<file path="config.mk">
export PLATFORM = sky130hd
export DESIGN_NAME = bytebus_timer
export DESIGN_NICKNAME = d
export VERILOG_FILES = /design/src/rtl/bt_pkg.sv /design/src/rtl/bt_prescaler.sv /design/src/rtl/bt_counter.sv /design/src/rtl/bytebus_timer.sv
export SDC_FILE = /design/constraint.sdc
export NUM_CORES = 1
export LEC_CHECK = 0
export ABC_CLOCK_PERIOD_IN_PS = 8000
export BUFFER_PORTS_ARGS = -buffer_cell sky130_fd_sc_hd__buf_2
export CORE_UTILIZATION = 65
export CTS_CLUSTER_DIAMETER = 30
export CTS_CLUSTER_SIZE = 12
export DETAILED_ROUTE_END_ITERATION = 10
export PLACE_DENSITY = 0.9
export SETUP_SLACK_MARGIN = 0.5
export SYNTH_ARGS = -nofsm -noshare
export SYNTH_HDL_FRONTEND = slang
export SYNTH_SLANG_ARGS = --single-unit
export TNS_END_PERCENT = 30
</file>
<file path="constraint.sdc">
create_clock -name clk -period 8 [get_ports clk]
set_clock_uncertainty 0.15 [all_clocks]
set_input_delay 0.8 -clock clk [delete_from_list [all_inputs] [get_ports clk]]
set_output_delay 0.8 -clock clk [all_outputs]
set_load 0.02 [all_outputs]
</file>
<file path="src/rtl/bt_pkg.sv">
// Package for the byte-bus timer.
// Holds the bus and counter widths, the register address map and the mode encoding.
// Assumes a 16-bit counter seen as two byte lanes.
package bt_pkg;
    localparam int ADDR_W  = 4;
    localparam int DATA_W  = 8;
    localparam int CNT_W   = 2 * DATA_W;
    localparam int PRESC_W = 10;
    localparam int NFLAG   = 3;

    typedef enum logic [ADDR_W-1:0] {
        A_CTRL  = 4'd0,
        A_IEN   = 4'd1,
        A_FLAG  = 4'd2,
        A_CNTL  = 4'd3,
        A_CNTH  = 4'd4,
        A_CMPAL = 4'd5,
        A_CMPAH = 4'd6,
        A_CMPBL = 4'd7,
        A_CMPBH = 4'd8,
        A_CAPL  = 4'd9,
        A_CAPH  = 4'd10
    } addr_e;

    typedef enum logic [1:0] {
        M_FREE  = 2'd0,
        M_CMPA  = 2'd1,
        M_FREE2 = 2'd2,
        M_CAP   = 2'd3
    } mode_e;
endpackage

</file>
<file path="src/rtl/bt_prescaler.sv">
// Clock-select prescaler.
// Emits a one-cycle tick at the rate that the select code picks.
// Assumes that restart is pulsed on the edge where the select code changes.
module bt_prescaler
    import bt_pkg::*;
(
    input  logic       clk,
    input  logic       rst_n,
    input  logic [2:0] sel,
    input  logic       restart,
    output logic       tick
);
    localparam int LIM_W = PRESC_W + 1;

    logic [PRESC_W-1:0] cnt_q;
    logic [LIM_W-1:0]   lim;

    // Decode the select code into a division ratio; 0 means stopped.
    always_comb begin
        case (sel)
            3'd1:    lim = LIM_W'(1);
            3'd2:    lim = LIM_W'(8);
            3'd3:    lim = LIM_W'(64);
            3'd4:    lim = LIM_W'(256);
            3'd5:    lim = LIM_W'(1024);
            default: lim = '0;
        endcase
    end

    assign tick = (lim != '0) && ({1'b0, cnt_q} == lim - LIM_W'(1));

    // Count clocks within the division period and restart on a select change.
    always_ff @(posedge clk) begin
        if (!rst_n || restart || lim == '0)
            cnt_q <= '0;
        else if (tick)
            cnt_q <= '0;
        else
            cnt_q <= cnt_q + PRESC_W'(1);
    end
endmodule

</file>
<file path="src/rtl/bt_counter.sv">
// Counter datapath.
// Advances on a tick, turns round at the TOP value of the current mode, accepts bus loads, and reports wrap and compare events.
// Assumes that a bus load has priority over a tick in the same cycle.
module bt_counter
    import bt_pkg::*;
(
    input  logic             clk,
    input  logic             rst_n,
    input  logic             tick,
    input  mode_e            mode,
    input  logic [CNT_W-1:0] cmp_a,
    input  logic [CNT_W-1:0] cmp_b,
    input  logic [CNT_W-1:0] cap,
    input  logic             load,
    input  logic [CNT_W-1:0] load_val,
    output logic [CNT_W-1:0] cnt,
    output logic             ovf_evt,
    output logic             cmpa_evt,
    output logic             cmpb_evt
);
    logic [CNT_W-1:0] cnt_q, nxt, top;
    logic             upd;

    // Pick the turn-round value for the active mode.
    always_comb begin
        case (mode)
            M_CMPA:  top = cmp_a;
            M_CAP:   top = cap;
            default: top = '1;
        endcase
    end

    // Next counter value: a load first, otherwise an advance with wrap at TOP.
    always_comb begin
        nxt     = cnt_q;
        upd     = 1'b0;
        ovf_evt = 1'b0;
        if (load) begin
            nxt = load_val;
            upd = 1'b1;
        end else if (tick) begin
            upd = 1'b1;
            if (cnt_q == top) begin
                nxt     = '0;
                ovf_evt = 1'b1;
            end else begin
                nxt = cnt_q + CNT_W'(1);
            end
        end
    end

    assign cmpa_evt = upd && (nxt == cmp_a);
    assign cmpb_evt = upd && (nxt == cmp_b);
    assign cnt      = cnt_q;

    // Hold the counter state.
    always_ff @(posedge clk) begin
        if (!rst_n)
            cnt_q <= '0;
        else
            cnt_q <= nxt;
    end
endmodule

</file>
<file path="src/rtl/bytebus_timer.sv">
// Top level of the byte-bus timer.
// Decodes the register bus, keeps the control, enable, flag, compare and capture registers, owns the shared temporary byte, and drives the interrupt lines.
// Assumes one bus access per cycle; read side effects take place at the clock edge of the read cycle.
module bytebus_timer
    import bt_pkg::*;
(
    input  logic              clk,
    input  logic              rst_n,
    input  logic [ADDR_W-1:0] bus_addr,
    input  logic              bus_wr,
    input  logic [DATA_W-1:0] bus_wdata,
    input  logic              bus_rd,
    output logic [DATA_W-1:0] bus_rdata,
    input  logic              glob_irq_en,
    input  logic              ack_ovf,
    input  logic              ack_cmpa,
    input  logic              ack_cmpb,
    output logic              irq_ovf,
    output logic              irq_cmpa,
    output logic              irq_cmpb
);
    logic [4:0]        ctrl_q;
    logic [NFLAG-1:0]  ien_q, flag_q, flag_set, flag_clr, ack_vec;
    logic [DATA_W-1:0] tmp_q;
    logic [CNT_W-1:0]  cmpa_q, cmpb_q, cap_q, cnt_w;
    logic              tick, restart, cnt_load, ovf_evt, cmpa_evt, cmpb_evt;
    logic              wr_ctrl, wr_hi;

    assign wr_ctrl  = bus_wr && bus_addr == A_CTRL;
    assign restart  = wr_ctrl && bus_wdata[2:0] != ctrl_q[2:0];
    assign cnt_load = bus_wr && bus_addr == A_CNTL;
    assign wr_hi    = bus_wr && (bus_addr == A_CNTH || bus_addr == A_CMPAH ||
                                 bus_addr == A_CMPBH || bus_addr == A_CAPH);

    bt_prescaler u_presc (
        .clk     (clk),
        .rst_n   (rst_n),
        .sel     (ctrl_q[2:0]),
        .restart (restart),
        .tick    (tick)
    );

    bt_counter u_cnt (
        .clk      (clk),
        .rst_n    (rst_n),
        .tick     (tick),
        .mode     (mode_e'(ctrl_q[4:3])),
        .cmp_a    (cmpa_q),
        .cmp_b    (cmpb_q),
        .cap      (cap_q),
        .load     (cnt_load),
        .load_val ({tmp_q, bus_wdata}),
        .cnt      (cnt_w),
        .ovf_evt  (ovf_evt),
        .cmpa_evt (cmpa_evt),
        .cmpb_evt (cmpb_evt)
    );

    // Control, enable, compare and capture registers.
    always_ff @(posedge clk) begin
        if (!rst_n) begin
            ctrl_q <= '0;
            ien_q  <= '0;
            cmpa_q <= '0;
            cmpb_q <= '0;
            cap_q  <= '0;
        end else if (bus_wr) begin
            case (bus_addr)
                A_CTRL:  ctrl_q <= bus_wdata[4:0];
                A_IEN:   ien_q  <= bus_wdata[NFLAG-1:0];
                A_CMPAL: cmpa_q <= {tmp_q, bus_wdata};
                A_CMPBL: cmpb_q <= {tmp_q, bus_wdata};
                A_CAPL:  cap_q  <= {tmp_q, bus_wdata};
                default: ;
            endcase
        end
    end

    // Shared temporary byte: loaded by high-byte writes and by counter low-byte reads.
    always_ff @(posedge clk) begin
        if (!rst_n)
            tmp_q <= '0;
        else if (wr_hi)
            tmp_q <= bus_wdata;
        else if (bus_rd && bus_addr == A_CNTL)
            tmp_q <= cnt_w[CNT_W-1:DATA_W];
    end

    assign flag_set = {cmpb_evt, cmpa_evt, ovf_evt};
    assign ack_vec  = {ack_cmpb, ack_cmpa, ack_ovf};
    assign flag_clr = ack_vec | ((bus_wr && bus_addr == A_FLAG) ? bus_wdata[NFLAG-1:0] : '0);

    // Sticky flags: a new event outranks a clear in the same cycle.
    always_ff @(posedge clk) begin
        if (!rst_n)
            flag_q <= '0;
        else
            flag_q <= (flag_q & ~flag_clr) | flag_set;
    end

    // Combinational read mux.
    always_comb begin
        bus_rdata = '0;
        if (bus_rd) begin
            case (bus_addr)
                A_CTRL:  bus_rdata = DATA_W'(ctrl_q);
                A_IEN:   bus_rdata = DATA_W'(ien_q);
                A_FLAG:  bus_rdata = DATA_W'(flag_q);
                A_CNTL:  bus_rdata = cnt_w[DATA_W-1:0];
                A_CNTH:  bus_rdata = tmp_q;
                A_CMPAL: bus_rdata = cmpa_q[DATA_W-1:0];
                A_CMPAH: bus_rdata = cmpa_q[CNT_W-1:DATA_W];
                A_CMPBL: bus_rdata = cmpb_q[DATA_W-1:0];
                A_CMPBH: bus_rdata = cmpb_q[CNT_W-1:DATA_W];
                A_CAPL:  bus_rdata = cap_q[DATA_W-1:0];
                A_CAPH:  bus_rdata = cap_q[CNT_W-1:DATA_W];
                default: bus_rdata = '0;
            endcase
        end
    end

    assign irq_ovf  = glob_irq_en && ien_q[0] && flag_q[0];
    assign irq_cmpa = glob_irq_en && ien_q[1] && flag_q[1];
    assign irq_cmpb = glob_irq_en && ien_q[2] && flag_q[2];
endmodule

</file>
==> results.md <==
- CTS tree: done
- Setup crit start kind: flop
- H-tree levels: 3
- Yosys Warn Count: 0
- Synthesized area: 0.00628 mm^2
- RD Place Congestion: 1.07
- Fraction of layout cells with a size suffix above 1: 0.0908
- Relative slew slack: 0.191
- Final antenna-violating net count: 0
- VDD IR max: 139 uV
- GRT Util Overall: 0.428
- Hold Path Depth: 2
- Initial Util: 0.677
- Top FF cell, synth: dfxtp_1
- Die span in y: 100 um
- Mapped Avg Cell Area: 7.64 um^2
- Pwr Density: 141 mW/mm^2
- Final instance area: 0.00648 mm^2
- Crit. End Element: flop
- Critical Path, Cell by Cell: or3b_2 > ha_1 > ha_1 > xor2_1 > or4_1 > nand3_2 > nand3_2 > a2111oi_0 > o31ai_2 > xnor2_1 > a2111oi_0 > and4_1 > a31o_1
- Post-cts sizing count: 0
- DP HPWL: 15.1 mm
- Hold_buf cts: 0
- Total negative slack: 0 ns
- Core area: 0.00928 mm^2
- Required time worst endpoint: 8.18 ns
- Drt total wl: 21.2 mm
- Largest net degree at the start of global routing: 46
- Io pins: 31
- RSZ-0062 raised after global routing: false
- Seq cells post-synth: 93
- Mapped Cells: 822
- Ys async rst share: 0
- CP Max Fanout: 19
- Flop2flop setup slack: 3.32 ns
- Worst-margin pin slew: 1.21 ns
- Pins over their slew limit: 0
- Clock tree buffer depth: 2
- Root Buffer: clkbuf_8
- Antenna violations before repair: 0
- Most common cell after layout, fill and taps aside: nand2_1
- Number of global-route vias before repair: 5750
- Reg2reg path depth: 13
- Clk slew on worst S/H paths: 0.10 ns
- Initial DRT Pass Iterations: 6
- Syn Nets: 846
- Vias: 6457
- RR Endpoint: flag_q[1]$_SDFF_PN0_
- Area of the die: 0.0101 mm^2
- Period utilization: 0.585
- Ant diodes: 0
- Die width: 100 um
- Clk_lat worst skew: 0.38 ns
- Post-CTS Setup Repair Bufs: 0
- Hold EP: ien_q[1]$_SDFFE_PN0P_
- CP top delay family: simple AND/OR/NAND/NOR gates
- Pleak: 0.00250 uW
- Max-cap violations: 0
- Sequential-to-total area share from yosys stat: 0.296
- Syn-to-layout area delta: 3.25%
- Via-to-Cell Ratio: 6.92
- Synth unique cells: 75
- Placed cell areas: 0.00632 mm^2
- Detailed-route DRC error count: 0
- Fmax: 214 MHz
- Origin of the worst min-delay path: ien_q[1]$_SDFFE_PN0P_
- Global route overflow: 0
- Reg2reg start: ctrl_q[0]$_SDFFE_PN0P_
- Min Tclk post-route: 4.68 ns
- Crit path DAT: 4.86 ns
- Routed wire per std cell: 22.7 um
- Port bufs: 30
- Commonest non-fill, non-tap cells in the layout: 103 x nand2_1, 93 x dfxtp_1, 83 x nor2_1, 66 x a21oi_1, 52 x mux2i_1
- CTS Buf Count: 9
- Final Hold Viols: 0
- First-pass GRT wire length: 32.2 mm
- CP max stage cell: a2111oi_0
- DRT iter0 DRCs: 884
- Row cnt: 35
- Worst stage delay on the critical path: 0.71 ns
- Final setup violation count: 0
- Worst Path Buf+Inv: 0
- Final-layout fill cell count: 808
- Worst Path Class, Setup: flop to flop
- Nets: 823
- HP Class: flop to flop
- Sink Count: 93
- Status: finished, final reports clean
- Post-synth EDFFs: 0
-- metrics by stage --
step	hold WS (ns)	power, uW	util	setup WS [ns]	instances
6_report	0.347	912	0.699	3.32	933
5_1_grt	0.367	942	0.699	2.94	933
4_1_cts	0.341	904	0.699	3.36	933
3_5_place_dp	0.329	625	0.681	3.37	917
3_3_place_gp	0.313	622	0.681	3.47	917
2_1_floorplan	0.292	583	-	3.86	822
-- flip-flops by register name (all words and copies together), names as in the netlist --
| register | cells |
|---|---|
| u_presc.cnt_q | 10 |
| ctrl_q | 5 |
| ien_q | 3 |
| tmp_q | 8 |
| cmpb_q | 16 |
| u_cnt.cnt | 16 |
| cap_q | 16 |
| cmpa_q | 16 |
| flag_q | 3 |
-- worst min-delay path: stages, from the launching register on --
cell	delay (ns)
dfxtp_1	0.34
nand2_1	0.06
a21oi_1	0.06
-- cell usage after synthesis (all sizes together), types with 18 or more instances --
cell type  instances  share of area
nor2              83          0.050
buf               22          0.022
clkbuf            47          0.028
a21oi             66          0.053
mux2i             52          0.083
nand2            103          0.062
nand3             41          0.036
xor2              23          0.032
dfxtp             93           0.30
xnor2             22          0.031
nor3              18          0.015
and3              39          0.040
-- how the worst max path moves through the flow --
stage                           startpoint                    to  slack, ns  depth (start not counted)
floorplan           ctrl_q[0]$_SDFFE_PN0P_  flag_q[2]$_SDFF_PN0_       3.86                         15
CTS                 ctrl_q[0]$_SDFFE_PN0P_  flag_q[1]$_SDFF_PN0_       3.36                         13
global placement    ctrl_q[0]$_SDFFE_PN0P_  flag_q[1]$_SDFF_PN0_       3.47                         13
finish              ctrl_q[0]$_SDFFE_PN0P_  flag_q[1]$_SDFF_PN0_       3.32                         13
detailed placement  ctrl_q[0]$_SDFFE_PN0P_  flag_q[1]$_SDFF_PN0_       3.37                         13
global route        ctrl_q[0]$_SDFFE_PN0P_  flag_q[1]$_SDFF_PN0_       2.94                         13
-- layer usage --
metal	vias up	track usage	share of wire
met5	-	0	0
li1	2928	-	-
met2	449	0.677	0.45
met4	0	0.232	0.053
met3	95	0.0933	0.11
met1	2985	0.544	0.38
-- power by group --
group          internal (uW)  total (uW)  switching, uW
combinational           45.1         125           79.5
clock                    113         291            179
sequential               472         496           24.2
total                    630         912            282
-- cell families (layout without fill, tap and decap cells) --
logic type | after synthesis | after routing | synth area share
buffers and inverters | 79 | 61 | 0.0556
AOI/OAI and AO/OA | 178 | 178 | 0.191
xor gates and xnor gates | 45 | 45 | 0.0627
adders and majority gates | 4 | 4 | 0.00797
DFF | 93 | 93 | 0.296
and+or+nand+nor | 366 | 366 | 0.293
muxes | 57 | 57 | 0.0936
-- area by class of cell --
cell class	count	area, um^2	area share
multi-input combinational	650	4070	0.628
sequential	93	1860	0.287
timing repair buffer	35	188	0.0289
tap	129	161	0.0249
clock buffer	10	128	0.0197
clock inverter	6	38.8	0.00598
inverter	10	37.5	0.00579
(Power assumes the default switching activity.)
